==> config.mk <==
export PLATFORM = sky130hd
export DESIGN_NAME = nv_xfer_ctrl
export DESIGN_NICKNAME = d
export VERILOG_FILES = /design/src/rtl/nvx_pkg.sv /design/src/rtl/nvx_timer.sv /design/src/rtl/nvx_seq.sv /design/src/rtl/nvx_host_gate.sv /design/src/rtl/nv_xfer_ctrl.sv
export SDC_FILE = /design/constraint.sdc
export NUM_CORES = 1
export LEC_CHECK = 0
export BUFFER_PORTS_ARGS = -buffer_cell sky130_fd_sc_hd__buf_2
export CORE_MARGIN = 2
export CORE_UTILIZATION = 51
export DETAILED_ROUTE_END_ITERATION = 8
export PLACE_DENSITY_LB_ADDON = 0.3
export SLEW_MARGIN = 20
export SYNTH_ARGS = -nofsm -noshare
export SYNTH_HDL_FRONTEND = slang
export SYNTH_SLANG_ARGS = --single-unit
==> constraint.sdc <==
create_clock -name clk -period 2.5 [get_ports clk]
set_input_delay 0.625 -clock clk [delete_from_list [all_inputs] [get_ports clk]]
set_output_delay 0.625 -clock clk [all_outputs]
set_load 0.01 [all_outputs]
==> src/rtl/nvx_pkg.sv <==
package nvx_pkg;
  typedef enum logic [2:0] {
    NVX_DOWN   = 3'd0,
    NVX_IDLE   = 3'd1,
    NVX_STORE  = 3'd2,
    NVX_RECALL = 3'd3,
    NVX_HOLD   = 3'd4
  } nvx_mode_e;

  typedef enum logic [1:0] {
    NVX_SRC_AUTO = 2'd0,
    NVX_SRC_PIN  = 2'd1,
    NVX_SRC_SW   = 2'd2
  } nvx_src_e;
endpackage

==> src/rtl/nvx_timer.sv <==
module nvx_timer #(
  parameter int STORE_CYC  = 12,
  parameter int RECALL_CYC = 6
) (
  input  logic clk,
  input  logic rst_n,
  input  logic load_store,
  input  logic load_recall,
  output logic expired
);
  localparam int MAXC = (STORE_CYC > RECALL_CYC) ? STORE_CYC : RECALL_CYC;
  localparam int CW   = (MAXC > 1) ? $clog2(MAXC) : 1;

  logic [CW-1:0] cnt_q;

  always_ff @(posedge clk or negedge rst_n) begin
    if (!rst_n)           cnt_q <= '0;
    else if (load_store)  cnt_q <= CW'(STORE_CYC - 1);
    else if (load_recall) cnt_q <= CW'(RECALL_CYC - 1);
    else if (cnt_q != '0) cnt_q <= cnt_q - 1'b1;
  end

  assign expired = (cnt_q == '0);
endmodule

==> src/rtl/nvx_seq.sv <==
module nvx_seq
  import nvx_pkg::*;
(
  input  logic      clk,
  input  logic      rst_n,
  input  logic      pwr_good,
  input  logic      line_low,
  input  logic      sw_store,
  input  logic      sw_recall,
  input  logic      dirty,
  input  logic      expired,
  output nvx_mode_e mode,
  output logic      load_store,
  output logic      load_recall,
  output logic      store_done
);
  nvx_mode_e mode_q, mode_d;
  nvx_src_e  src_q, src_d;

  always_comb begin
    mode_d = mode_q;
    src_d  = src_q;
    unique case (mode_q)
      NVX_DOWN: if (pwr_good) mode_d = NVX_RECALL;
      NVX_IDLE: begin
        if (!pwr_good) begin
          mode_d = NVX_STORE;
          src_d  = NVX_SRC_AUTO;
        end else if (line_low) begin
          mode_d = dirty ? NVX_STORE : NVX_HOLD;
          src_d  = NVX_SRC_PIN;
        end else if (sw_store) begin
          mode_d = NVX_STORE;
          src_d  = NVX_SRC_SW;
        end else if (sw_recall) begin
          mode_d = NVX_RECALL;
        end
      end
      NVX_STORE: if (expired) begin
        case (src_q)
          NVX_SRC_PIN:  mode_d = NVX_HOLD;
          NVX_SRC_AUTO: mode_d = NVX_DOWN;
          default:      mode_d = NVX_IDLE;
        endcase
      end
      NVX_RECALL: if (expired) mode_d = NVX_IDLE;
      NVX_HOLD:   if (!line_low) mode_d = NVX_IDLE;
      default:    mode_d = NVX_DOWN;
    endcase
  end

  always_ff @(posedge clk or negedge rst_n) begin
    if (!rst_n) begin
      mode_q <= NVX_DOWN;
      src_q  <= NVX_SRC_SW;
    end else begin
      mode_q <= mode_d;
      src_q  <= src_d;
    end
  end

  assign mode        = mode_q;
  assign load_store  = (mode_q != NVX_STORE) && (mode_d == NVX_STORE);
  assign load_recall = (mode_q != NVX_RECALL) && (mode_d == NVX_RECALL);
  assign store_done  = (mode_q == NVX_STORE) && expired;
endmodule

==> src/rtl/nvx_host_gate.sv <==
module nvx_host_gate
  import nvx_pkg::*;
(
  input  logic      clk,
  input  logic      rst_n,
  input  nvx_mode_e mode,
  input  logic      ce,
  input  logic      we,
  input  logic      oe,
  input  logic      store_done,
  output logic      wr_ok,
  output logic      dq_oe,
  output logic      dirty,
  output logic      standby
);
  logic open_q;
  logic dirty_q;

  assign open_q  = (mode == NVX_IDLE);
  assign wr_ok   = open_q && ce && we;
  assign dq_oe   = open_q && ce && oe && !we;
  assign standby = (open_q && !ce) || (mode == NVX_DOWN) || (mode == NVX_HOLD);

  always_ff @(posedge clk or negedge rst_n) begin
    if (!rst_n)          dirty_q <= 1'b0;
    else if (store_done) dirty_q <= 1'b0;
    else if (wr_ok)      dirty_q <= 1'b1;
  end

  assign dirty = dirty_q;
endmodule

==> src/rtl/nv_xfer_ctrl.sv <==
module nv_xfer_ctrl
  import nvx_pkg::*;
#(
  parameter int STORE_CYC  = 12,
  parameter int RECALL_CYC = 6
) (
  input  logic clk,
  input  logic rst_n,
  input  logic pwr_good,
  input  logic hsb_n,
  output logic hsb_pull_low,
  input  logic sw_store,
  input  logic sw_recall,
  input  logic ce,
  input  logic we,
  input  logic oe,
  output logic wr_ok,
  output logic dq_oe,
  output logic dirty,
  output logic busy,
  output logic arr_store,
  output logic arr_recall,
  output logic standby
);
  nvx_mode_e mode;
  logic load_store, load_recall, store_done, expired, dirty_w;

  nvx_timer #(.STORE_CYC(STORE_CYC), .RECALL_CYC(RECALL_CYC)) u_timer (
    .clk(clk), .rst_n(rst_n), .load_store(load_store),
    .load_recall(load_recall), .expired(expired)
  );

  nvx_seq u_seq (
    .clk(clk), .rst_n(rst_n), .pwr_good(pwr_good), .line_low(!hsb_n),
    .sw_store(sw_store), .sw_recall(sw_recall), .dirty(dirty_w),
    .expired(expired), .mode(mode), .load_store(load_store),
    .load_recall(load_recall), .store_done(store_done)
  );

  nvx_host_gate u_gate (
    .clk(clk), .rst_n(rst_n), .mode(mode), .ce(ce), .we(we), .oe(oe),
    .store_done(store_done), .wr_ok(wr_ok), .dq_oe(dq_oe),
    .dirty(dirty_w), .standby(standby)
  );

  assign dirty        = dirty_w;
  assign arr_store    = (mode == NVX_STORE);
  assign arr_recall   = (mode == NVX_RECALL);
  assign busy         = arr_store || arr_recall;
  assign hsb_pull_low = arr_store;
endmodule

==> reports/metrics.yaml <==
timing:
  slew_violations: 0
  setup_ws_ns: 0.2856
  worst_slew_pin_slew_ns: 0.4281
  slew_headroom_pct: 71.46
  finClkSkew_ns: 0.007043
  max_clock_freq_mhz: 451.6
  finalCritPeriodShare_pct: 88.58
  finalHoldViolCount: 0
  rsz0062_at_grt: "false"
  holdWs_ns: 0.1809
  finalCriticalPeriod_ns: 2.214
  setup_violations: 0
  setup-tns-final_ns: 0
final_layout:
  syn_to_final_growth_pct: 13.76
  layout_commonest_cell: "buf_2"
  final_nets: 109
  fin_cells: 113
  seq_area_um2: 251.5
  diodes: 0
  nFillCells: 123
  drive_gt1_share_pct: 31.63
  multi_input_area_um2: 420.4
  layout_common_cells: "16 x buf_2, 9 x nor2_1, 9 x dfrtp_1"
grt:
  antenna_found_initial: 0
  globalRouteOverflowTotal: 0
  grt_pass1_wl_um: 2760
  grt_pass1_vias: 581
  grt_max_degree: 14
  grt_usage_pct: 21.06
drt:
  highest_layer: "met4"
  drc_errors: 0
  viasPerCell: 5.823
  drtAntennaViolNets: 0
  met2_wirelength_um: 710
  drtPass1Iterations: 4
  wl_per_cell_um: 14.10
  route.met3.wl_um: 79
  totalWireLength_um: 1593
  via_count: 658
  drt_iter0_drc: 7
  wl_met1_um: 776
place:
  hpwl_um: 1217
  io_buffers: 16
  dp_cells: 109
  gp_congestion: 0.8413
  place_ws_ns: 0.4881
floorplanning:
  ios: 17
  die_h_um: 42.24
  start_util_pct: 55.91
  core_um2: 1334
  die_area_um2: 1784
  die_w_um: 42.24
  num_rows: 13
clocking:
  cts_tree: "done"
  post_cts_buffers: 0
  clock_path_buffers: 2
  cts_resized: 0
  clock-sinks: 10
  numCtsBuffers: 3
  clock_latency_ns: 0.29
  cts_hold_buf: 0
  cts-root-buf: "clkbuf_4"
  path_clk_slew_ns: 0.08
  h-tree-depth: 1
worst_setup_path:
  worstSetupPathType: "register to output pin"
  crit_family: "simple AND/OR/NAND/NOR gates"
  cp-start-kind: "register"
  endpoint_kind: "output pin"
  crit_slowest_cell: "dfrtp_1"
  cp_data_required_time_ns: 1.88
  cp_max_fo: 8
  path_buf_inv: 1
  path_cells: "nor3b_4, and3_1, buf_2"
  critPathMaxStageDelay_ns: 0.53
  cp.arrival_ns: 1.59
power_and_ir_drop:
  leakage_nw: 0.4107
  max-vdd-ir-drop_mv: 0.6984
  p_per_area_nw_per_um2: 1328
logic_synthesis:
  synth_cell_types: 41
  yosys_warnings: 0
  ys_seq_area_share_pct: 33.72
  synth_cells: 82
  synth_seq_cells: 10
  yosys.area.top_type: "dfrtp_1"
  synth_area_um2: 745.7
  yosysTopAreaCellShare_pct: 30.20
  postSynthAreaPerCell_um2: 9.094
  synth_area_leaders: "dfrtp_1 30%, nor2_1 4.5%, inv_1 4.0%"
  syn_nets: 92
job:
  drv_cap: 0
status:
  status: "complete, no violations"
hold_path:
  hp-class: "input port to asynchronous set/reset pin"
-- worst paths after layout --
check                                  from                to  slack (ns)  cells past startpoint
max                           u_seq.mode[1]             wr_ok        0.29                      3
max reg2reg                u_timer.cnt_q[0]  u_timer.cnt_q[0]        0.45                      7
min in group clk             u_seq.src_q[0]    u_seq.src_q[0]        0.51                      1
max in group asynchronous             rst_n    u_seq.src_q[1]        2.06                      1
min                                   rst_n      u_gate.dirty        0.18                      1
min reg2reg                  u_seq.src_q[0]    u_seq.src_q[0]        0.51                      1
-- cell families after synthesis --
family / share of synthesized area (%)
AO/OA/AOI/OAI: 25.00
multiplexers: 3.355
buffers and inverters: 9.899
XOR/XNOR: 1.175
AND/OR/NAND/NOR: 25.17
flip-flops: 33.73
adder cells (fa/ha/maj): 1.678
-- synth_stat cells --
library cell / n
nand2b_1: 3
or3_1: 1
or3b_1: 2
a2bb2oi_1: 1
mux2i_1: 1
o21ai_1: 3
nand2_1: 4
o21ai_2: 1
a311oi_1: 1
o311ai_2: 1
nand4_1: 1
nand3_1: 1
ha_1: 1
a32o_1: 1
o311a_2: 1
inv_1: 8
nand2b_4: 1
o21ai_0: 2
nor3b_4: 1
nor2_1: 9
nor3_1: 2
a211o_4: 1
dfrtp_1: 9
o311ai_1: 1
o41ai_1: 1
xnor2_1: 1
and4b_1: 1
dfstp_2: 1
nor2b_1: 1
buf_4: 1
mux2_4: 1
buf_6: 2
o22ai_1: 1
nor3_2: 1
inv_2: 1
and3_1: 1
a21oi_1: 5
nor4bb_1: 1
o22a_1: 1
o21a_1: 3
buf_2: 2
-- stage by stage --
step                      total power [mW]  utilization, %  area (um^2)
after global routing                 1.221           63.60        848.3
final                                1.126           63.60        848.3
after detailed placement            0.9717           60.88        812.0
after global placement              0.9520           60.88        812.0
after floorplan                     0.8317               -        745.7
after CTS                            1.127           63.60        848.3
-- state kept, by name, summed over array words and instances, names as in the netlist --
name	count
u_seq.src_q	2
u_timer.cnt_q	4
u_gate.dirty	1
u_seq.mode	3
-- cell type report --
type | count | area share [%]
well taps | 15 | 2.212
multi-input cells | 58 | 49.56
flip-flops and latches | 10 | 29.65
repair buffers | 17 | 10.32
clock buffers | 4 | 4.277
inverters | 9 | 3.982
-- per-layer routing --
layer	track usage (%)	up-vias
met3	7.759	3
met2	29.85	14
li1	-	327
met1	28.46	314
met5	0	-
met4	9.375	0
-- power by group --
| group | switching [mW] | internal (mW) | leakage, nW |
|---|---|---|---|
| Sequential | 0.0854 | 0.243 | 0.118 |
| Combinational | 0.338 | 0.304 | 0.272 |
| Clock | 0.0673 | 0.0888 | 0.0210 |
(Power assumes the default switching activity.)
